<file path="config.mk">
export PLATFORM = sky130hd
export DESIGN_NAME = keypad_scanner
export DESIGN_NICKNAME = d
export VERILOG_FILES = /design/src/rtl/kp_pkg.sv /design/src/rtl/kp_scan_seq.sv /design/src/rtl/kp_debounce.sv /design/src/rtl/kp_status.sv /design/src/rtl/keypad_scanner.sv
export SDC_FILE = /design/constraint.sdc
export NUM_CORES = 1
export LEC_CHECK = 0
export BUFFER_PORTS_ARGS = -buffer_cell sky130_fd_sc_hd__buf_4
export CAP_MARGIN = 20
export CORE_MARGIN = 8
export CORE_UTILIZATION = 54
export CTS_CLUSTER_DIAMETER = 60
export DETAILED_ROUTE_END_ITERATION = 8
export GPL_TIMING_DRIVEN = 0
export PLACE_DENSITY = 0.74
export SLEW_MARGIN = 0
export SYNTH_ARGS = -nofsm -noshare
export SYNTH_HDL_FRONTEND = slang
export SYNTH_SLANG_ARGS = --single-unit
</file>
<file path="constraint.sdc">
create_clock -name clk -period 2.4 [get_ports clk]
set_input_delay 0.12 -clock clk [delete_from_list [all_inputs] [get_ports clk]]
set_output_delay 0.12 -clock clk [all_outputs]
set_load 0.02 [all_outputs]
</file>
<file path="src/rtl/kp_pkg.sv">
package kp_pkg;
    localparam int MIN_DIM = 3;

    function automatic int clamp_dim(input int v, input int lo, input int hi);
        if (v < lo) return lo;
        if (v > hi) return hi;
        return v;
    endfunction
endpackage

</file>
<file path="src/rtl/kp_scan_seq.sv">
module kp_scan_seq #(
    parameter  int MAX_DIM = 8,
    parameter  int SETTLE  = 2,
    localparam int DIM_W   = $clog2(MAX_DIM + 1),
    localparam int KEYS    = MAX_DIM * MAX_DIM
) (
    input  logic               clk,
    input  logic               rst_n,
    input  logic               park,
    input  logic [DIM_W-1:0]   rows_eff,
    input  logic [DIM_W-1:0]   cols_eff,
    input  logic [MAX_DIM-1:0] scan_in_n,
    output logic [MAX_DIM-1:0] scan_out_n,
    output logic [KEYS-1:0]    frame,
    output logic               frame_done
);
    localparam int ROW_W = $clog2(MAX_DIM);
    localparam int CNT_W = $clog2(SETTLE + 1);

    typedef struct packed {
        logic [ROW_W-1:0] row;
        logic [CNT_W-1:0] cnt;
        logic [KEYS-1:0]  acc;
        logic             done;
    } seq_t;

    seq_t s_q, s_d;

    always_comb begin
        logic [KEYS-1:0] nxt_acc;
        s_d      = s_q;
        s_d.done = 1'b0;
        nxt_acc  = s_q.acc;
        if (park) begin
            s_d.row = '0;
            s_d.cnt = '0;
        end else if (s_q.cnt == CNT_W'(SETTLE)) begin
            if (s_q.row == '0) nxt_acc = '0;
            for (int c = 0; c < MAX_DIM; c++) begin
                nxt_acc[int'(s_q.row) * MAX_DIM + c] = (c < int'(cols_eff)) && !scan_in_n[c];
            end
            s_d.acc = nxt_acc;
            s_d.cnt = '0;
            if (int'(s_q.row) + 1 >= int'(rows_eff)) begin
                s_d.row  = '0;
                s_d.done = 1'b1;
            end else begin
                s_d.row = s_q.row + 1'b1;
            end
        end else begin
            s_d.cnt = s_q.cnt + 1'b1;
        end
    end

    always_ff @(posedge clk or negedge rst_n) begin
        if (!rst_n) s_q <= '0;
        else        s_q <= s_d;
    end

    always_comb begin
        for (int r = 0; r < MAX_DIM; r++) begin
            if (park) scan_out_n[r] = !(r < int'(rows_eff));
            else      scan_out_n[r] = (r != int'(s_q.row));
        end
    end

    assign frame      = s_q.acc;
    assign frame_done = s_q.done;
endmodule

</file>
<file path="src/rtl/kp_debounce.sv">
module kp_debounce #(
    parameter int KEYS = 64,
    parameter int DB_W = 4
) (
    input  logic            clk,
    input  logic            rst_n,
    input  logic            frame_done,
    input  logic [KEYS-1:0] frame,
    input  logic [DB_W-1:0] db_len,
    output logic [KEYS-1:0] key_map,
    output logic [KEYS-1:0] press_ev,
    output logic [KEYS-1:0] rel_ev
);
    typedef struct packed {
        logic [DB_W-1:0] cnt;
        logic            state;
        logic            up;
        logic            dn;
    } cell_t;

    logic [DB_W-1:0] lim;
    assign lim = (db_len == '0) ? '0 : db_len - 1'b1;

    for (genvar k = 0; k < KEYS; k++) begin : g_cell
        cell_t c_q, c_d;

        always_comb begin
            c_d    = c_q;
            c_d.up = 1'b0;
            c_d.dn = 1'b0;
            if (frame_done) begin
                if (frame[k] != c_q.state) begin
                    if (c_q.cnt >= lim) begin
                        c_d.state = frame[k];
                        c_d.cnt   = '0;
                        c_d.up    = frame[k];
                        c_d.dn    = !frame[k];
                    end else begin
                        c_d.cnt = c_q.cnt + 1'b1;
                    end
                end else begin
                    c_d.cnt = '0;
                end
            end
        end

        always_ff @(posedge clk or negedge rst_n) begin
            if (!rst_n) c_q <= '0;
            else        c_q <= c_d;
        end

        assign key_map[k]  = c_q.state;
        assign press_ev[k] = c_q.up;
        assign rel_ev[k]   = c_q.dn;
    end
endmodule

</file>
<file path="src/rtl/kp_status.sv">
module kp_status #(
    parameter int KEYS = 64
) (
    input  logic            clk,
    input  logic            rst_n,
    input  logic [KEYS-1:0] press_ev,
    input  logic [KEYS-1:0] rel_ev,
    input  logic [KEYS-1:0] clr_press,
    input  logic [KEYS-1:0] clr_rel,
    output logic [KEYS-1:0] press_stat,
    output logic [KEYS-1:0] rel_stat,
    output logic            irq
);
    typedef struct packed {
        logic [KEYS-1:0] prs;
        logic [KEYS-1:0] rel;
    } stat_t;

    stat_t st_q, st_d;

    always_comb begin
        st_d.prs = (st_q.prs & ~clr_press) | press_ev;
        st_d.rel = (st_q.rel & ~clr_rel)   | rel_ev;
    end

    always_ff @(posedge clk or negedge rst_n) begin
        if (!rst_n) st_q <= '0;
        else        st_q <= st_d;
    end

    assign press_stat = st_q.prs;
    assign rel_stat   = st_q.rel;
    assign irq        = (|st_q.prs) | (|st_q.rel);
endmodule

</file>
<file path="src/rtl/keypad_scanner.sv">
module keypad_scanner #(
    parameter  int MAX_DIM = 8,
    parameter  int SETTLE  = 2,
    parameter  int DB_W    = 4,
    localparam int DIM_W   = $clog2(MAX_DIM + 1),
    localparam int KEYS    = MAX_DIM * MAX_DIM,
    localparam int IDX_W   = $clog2(KEYS)
) (
    input  logic               clk,
    input  logic               rst_n,
    input  logic [DIM_W-1:0]   cfg_rows,
    input  logic [DIM_W-1:0]   cfg_cols,
    input  logic [DB_W-1:0]    cfg_debounce,
    input  logic               wake_mode,
    input  logic               combo_en,
    input  logic [IDX_W-1:0]   combo_a,
    input  logic [IDX_W-1:0]   combo_b,
    input  logic [IDX_W-1:0]   combo_c,
    input  logic [MAX_DIM-1:0] scan_in_n,
    input  logic [KEYS-1:0]    clr_press,
    input  logic [KEYS-1:0]    clr_release,
    output logic [MAX_DIM-1:0] scan_out_n,
    output logic [KEYS-1:0]    key_map,
    output logic [KEYS-1:0]    press_stat,
    output logic [KEYS-1:0]    release_stat,
    output logic               irq,
    output logic               wake,
    output logic               reset_req
);
    logic [DIM_W-1:0] rows_eff, cols_eff;
    logic [KEYS-1:0]  frame, press_ev, rel_ev;
    logic             frame_done;

    assign rows_eff = DIM_W'(kp_pkg::clamp_dim(int'(cfg_rows), kp_pkg::MIN_DIM, MAX_DIM));
    assign cols_eff = DIM_W'(kp_pkg::clamp_dim(int'(cfg_cols), kp_pkg::MIN_DIM, MAX_DIM));

    kp_scan_seq #(.MAX_DIM(MAX_DIM), .SETTLE(SETTLE)) u_seq (
        .clk        (clk),
        .rst_n      (rst_n),
        .park       (wake_mode),
        .rows_eff   (rows_eff),
        .cols_eff   (cols_eff),
        .scan_in_n  (scan_in_n),
        .scan_out_n (scan_out_n),
        .frame      (frame),
        .frame_done (frame_done)
    );

    kp_debounce #(.KEYS(KEYS), .DB_W(DB_W)) u_deb (
        .clk        (clk),
        .rst_n      (rst_n),
        .frame_done (frame_done),
        .frame      (frame),
        .db_len     (cfg_debounce),
        .key_map    (key_map),
        .press_ev   (press_ev),
        .rel_ev     (rel_ev)
    );

    kp_status #(.KEYS(KEYS)) u_stat (
        .clk        (clk),
        .rst_n      (rst_n),
        .press_ev   (press_ev),
        .rel_ev     (rel_ev),
        .clr_press  (clr_press),
        .clr_rel    (clr_release),
        .press_stat (press_stat),
        .rel_stat   (release_stat),
        .irq        (irq)
    );

    typedef struct packed {
        logic wake;
        logic rreq;
    } top_t;

    top_t t_q, t_d;

    always_comb begin
        logic hit;
        hit = 1'b0;
        for (int c = 0; c < MAX_DIM; c++) begin
            hit = hit | ((c < int'(cols_eff)) && !scan_in_n[c]);
        end
        t_d.wake = wake_mode && hit;
        t_d.rreq = combo_en && key_map[combo_a] && key_map[combo_b] && key_map[combo_c];
    end

    always_ff @(posedge clk or negedge rst_n) begin
        if (!rst_n) t_q <= '0;
        else        t_q <= t_d;
    end

    assign wake      = t_q.wake;
    assign reset_req = t_q.rreq;
endmodule

</file>
## Word level (Yosys, flattened, before mapping)

Cells that the tools add are included.

| cells by class | value |
|---|---|
| add/sub/neg operators | 75 |
| magnitude comparators | 104 |
| eq/ne operators | 72 |
| reductions and logical operators | 171 |
| muxes and demuxes | 383 |
| bitwise gates (word level) | 15 |

Operators with widths:

| kind | count |
|---|---|
| $mux 4 | 135 |
| $bwmux 64 | 8 |
| $mux 2 | 195 |
| $add 4x1->4 const B | 64 |
| $ge 4x4->1 | 64 |
| $ge 32x1->1 const B | 7 |
| $lt 32x8->1 const B | 7 |
| $mux 64 | 3 |
| $reduce_and 3->1 | 64 |
| $and 64x64->64 | 2 |
| $not 64->64 | 2 |
| $or 64x64->64 | 2 |
| $reduce_or 64->1 | 2 |
| $logic_not 1->1 | 80 |
| $ne 1x1->1 | 64 |
| $demux 1 s6 | 7 |
| $ge 32x5->1 | 1 |
| $lt 3x4->1 const A | 8 |
| $add 6x3->7 const B | 4 |
| $lt 6x7->1 const B | 4 |
| $mux 1 | 28 |
| $logic_and 1x1->1 | 20 |
| $bmux 1 s6 | 3 |
| $lt 1x4->1 const A | 4 |
| 24 further kinds | 42 |

| storage, ports and cells | value |
|---|---|
| register bits after elaboration | 648 |

## Depth between registers and ports, before layout

| logic depth | value |
|---|---|
| depth after elaboration | 15 |
| depth in mapped cells | 9 |
| gate-level depth less buffers | 9 |

## Cells and area by module

Synthesis repeated with hierarchy kept, for this count alone.

| second synthesis, totals | value |
|---|---|
| cell total of the unflattened synthesis | 3544 |
| area, all modules | 37997.7 um2 |

By module, submodules not included:

| module | cells an instance | sequential area each (um2) | instances | area each (um2) |
|---|---|---|---|---|
| kp_debounce | 2640 | 11210.8 | 1 | 27654.0 |
| kp_status | 427 | 3203.1 | 1 | 4918.5 |
| kp_scan_seq | 322 | 1751.7 | 1 | 3528.4 |
| keypad_scanner | 155 | 50.0 | 1 | 1896.8 |

## Worst setup path before layout

OpenSTA, ideal clock, no wires.

| timing | value |
|---|---|
| path kind | input to register |
| start | input port cfg_debounce[1] |
| end | register u_deb.g_cell[24].c_q, in the netlist u_deb.key_map[24] |
| library setup time | 125 ps |
| data required time | 2275 ps |
| arrival time | 5893 ps |
| stages | 5 |
| setup slack | -3618 ps |
| cell sequence | o31ai_1 ha_1 a21oi_1 nand2b_1 mux2_2 |

| on the way | value |
|---|---|
| longest elaborated chain between the ends | 4 |

Ends and longest elaborated chain:

| what | RTL line | text |
|---|---|---|
| start, declared | keypad_scanner.sv:13 | `input logic [DB_W-1:0] cfg_debounce,` |
| $sub 4x1->4 or $logic_not 4->1 (tied branches) | kp_debounce.sv:22 | `assign lim = (db_len == '0) ? '0 : db_len - 1'b1;` |
| $mux 4 * | kp_debounce.sv:22 |  |
| $ge 4x4->1 * | kp_debounce.sv:33 | `if (c_q.cnt >= lim) begin` |
| $reduce_and 3->1 (no line) * | -- |  |
| end signal, assigned | kp_debounce.sv:48 | `if (!rst_n) c_q <= '0;` |
| end signal, assigned | kp_debounce.sv:49 | `else c_q <= c_d;` |
| end, declared | kp_debounce.sv:25 | `cell_t c_q, c_d;` |

Every way passes the cells marked *; elsewhere a longest branch is shown, timed or not.
A chain may end at the register's enable or synchronous reset.

## Worst setup path in the final report

| timing | value |
|---|---|
| start | register u_stat.st_q, in the netlist u_stat.rel_stat[47] |
| end | output port irq |

| on the way | value |
|---|---|
| longest elaborated chain between the ends | 2 |

Ends and longest elaborated chain:

| what | RTL line | text |
|---|---|---|
| start, declared | kp_status.sv:19 | `stat_t st_q, st_d;` |
| start signal, assigned | kp_status.sv:28 | `else st_q <= st_d;` |
| $reduce_or 64->1 | kp_status.sv:33 | `assign irq = (\|st_q.prs) \| (\|st_q.rel);` |
| $or 1x1->1 | kp_status.sv:33 |  |
| end, declared | keypad_scanner.sv:26 | `output logic irq,` |

Every way passes these cells.

==> impl_metrics.ini <==
[die]
dieArea_um2 = 73700
die_y_um = 271
rows = 93
start_util = 0.547
io_pins = 373
die-width_um = 271
core-area_um2 = 64500

[worst_setup_path]
critical_path.reg2reg.endpoint = u_deb.g_cell[31].c_q[3]
worst_ep_required_time_ns = 2.28
crit_arrival_ns = 2.58
critical_path.max_stage_delay_ns = 0.45
crit_type = reg2out
worst_setup_path_start_kind = register
critPathMostFrequentCell = nor4_4
ff2ff_setup_slack_ns = 0
reg2regPathDepth = 7
timing.rr.start = u_seq.frame_done
cp_slowest_cell = nor4_4
timing.critical_path.fanout_max = 2
crit_chain = nor4_4 -> nand4_1 -> nor4_4 -> nand2_1 -> buf_6
critPathCaptureType = primary output

[place]
numPortBuffers = 364
gp_congestion = 0.950
dp.cells = 4522
dp_hpwl_mm = 82.1

[sta]
period_share = 1.13
setup_tns_ns = -0.308
rsz0062_at_grt = yes
hold_viol = 0
finalMaxSlewViolations = 0
finalWorstSetupSlack_ns = -0.302
fin_skew_ns = 0.0457
finalSetupViolCount = 3
fmax_mhz = 370
post-route-min-period_ns = 2.70
tightest_slew_ns = 1.16
maxSlewHeadroom = 0.225

[hold_path]
min_from = combo_a[4]
hold-path-endpoint = reset_req
min_path_type = in2reg
hold_depth = 5

[synth]
synth_edf_count = 0
synth_top_cells_by_area = dfrtp_1, ha_1, a21o_1
synth_top_family_by_area = compound AO/OA/AOI/OAI gates
syn_area_um2 = 35200
synth_xor_xnor_area_share = 0.0159
seq_area_frac_synth = 0.460
ys_ff_latch = 648
ys_types = 48
synthAdderAreaFrac = 0.117
synth_top_area_frac = 0.460
yosys_warnings = 0
synthCells = 3270
synthFlopType = dfrtp_1
synth_nets = 3770
synth_compound_area_frac = 0.156
avgSynthCellArea_um2 = 10.8
synth-simple-area-share = 0.119
ys_async_sr_fraction = 1.00
yosysTopAreaCell = dfrtp_1
synth_mux_area_frac = 0.0725

[drt]
totalWireLength_mm = 115
first_iter_violations = 2322
drc = 0
ant_nets = 0
wl_per_cell_um = 24.0
vias = 28538
via_per_inst = 5.94
first_pass_iters = 5

[cts]
path_clk_slew_ns = 0.06
cts-htree-levels = 3
numClockSinks = 648
cts-root-buf = clkbuf_16
cts_made_buffers = 72
insertion_delay_ns = 0.64
cts_tree = built
cts_max_path_buffers = 3

[grt]
grt.total_usage = 0.306
grt-ovfl-total = 0
grt_pass1_wl_mm = 175
grt_start_max_net_pins = 120
grt_pass1_vias = 28783
antenna_found_initial = 15

[layout]
area_growth_pct = 28.1
layout_common_cells = dfrtp_1, buf_4, ha_1
nNetsFinal = 4388
drive_gt1_frac = 0.237
final_cells = 4804
final_common_cell = dfrtp_1

[pwr]
power_density_nw_per_um2 = 631
irDropWorstVdd_mv = 0.540
p_leak_nw = 24.3

[job]
maxCapViolCount = 0

[outcome]
violations = setup timing
status = finished with violations
## sequential cells by signal, summed over array words and instances (netlist names)
| signal | count |
|---|---|
| wake | 1 |
| u_deb.g_cell.c_q | 256 |
| u_seq.s_q | 5 |
| u_seq.frame | 64 |
| u_deb.key_map | 64 |
| reset_req | 1 |
| u_stat.press_stat | 64 |
| u_deb.press_ev | 64 |
| u_deb.rel_ev | 64 |
| u_seq.frame_done | 1 |
| u_stat.rel_stat | 64 |
## cells in the mapped netlist, types with 9 or more instances
cell type    n
a211o_1     35
a21o_1     290
a21oi_1     76
a22o_1      35
a22oi_1      9
a31oi_1     41
and3_1      33
buf_4       69
clkbuf_1    54
dfrtp_1    648
ha_1       330
inv_1      332
mux2_2      68
mux2i_1     91
mux4_2      39
nand2_1    139
nand2b_1   163
nand3_1    118
nand4_1     12
nor2_1      83
nor3b_1    129
nor4_1      34
o2111ai_1   36
o21ai_0    189
o2bb2ai_1   64
or3_1       33
xor2_1      64
## worst max-delay path by stage
stage                        start                      end  slack, ns
3_3_place_gp                 rst_n  u_deb.g_cell[49].c_q[6]      -6.10
5_1_grt        u_stat.rel_stat[47]                      irq      -0.31
3_5_place_dp      u_seq.frame_done         u_deb.rel_ev[39]      -1.17
2_1_floorplan      cfg_debounce[1]  u_deb.g_cell[32].c_q[6]      -0.45
4_1_cts        u_stat.rel_stat[19]                      irq      -0.28
6_report       u_stat.rel_stat[47]                      irq      -0.30
## stage by stage
stage / hold WS, ns / utilization / cell area, um^2 / power (W) / setup WS, ns
final: 0.0435 / 0.700 / 45100 / 0.0285 / -0.302
after global routing: 0.0375 / 0.700 / 45100 / 0.0297 / -0.308
after CTS: 0.0111 / 0.698 / 45000 / 0.0285 / -0.278
after detailed placement: 0.166 / 0.632 / 40800 / 0.0164 / -1.17
after global placement: 0.397 / 0.622 / 40100 / 0.0160 / -6.10
after floorplan: -0.176 / - / 36300 / 0.0149 / -0.451
## cell families after synthesis
family	after synthesis
AOI/OAI and AO/OA	795
and+or+nand+nor	759
DFF	648
buffers and inverters	476
adders and majority gates	330
muxes	198
xor gates and xnor gates	64
## layer usage
metal	track usage	vias to the layer above	routed length, um
li1	-	12886	-
met1	0.406	14149	46700
met2	0.484	1244	52300
met3	0.0762	249	11600
met4	0.118	10	4570
met5	0	-	59
## area by class of cell
class | count | area (um^2)
antenna | 6 | 15.0
buffer | 140 | 896
clock buffer | 96 | 2120
clock inverter | 33 | 448
fill | 4678 | 19300
inverter | 334 | 1260
multi-input combinational | 2146 | 18300
sequential | 648 | 16200
tap | 855 | 1070
timing repair buffer | 546 | 4860
## report_power, final
part / switching, W / internal [W]
Combinational: 0.00233 / 0.00206
Sequential: 0.000570 / 0.0115
Clock: 0.00472 / 0.00729
Total: 0.00762 / 0.0209
## critical path, delay by kind of cell (launching register included)
family / cells / cell delay (ns)
DFF: 1 / 0.42
and+or+nand+nor: 4 / 1.36
buffers and inverters: 1 / 0.16
## timing repair
item                                   4_1_cts  5_1_grt
gates resized for setup                     76       36
pin swaps                                   10        5
endpoints found under the hold margin      237        0
setup endpoints to repair                  373      118
hold buffers                               135        0
setup buffers                                3       11
Power figures use the tool's default switching activity.
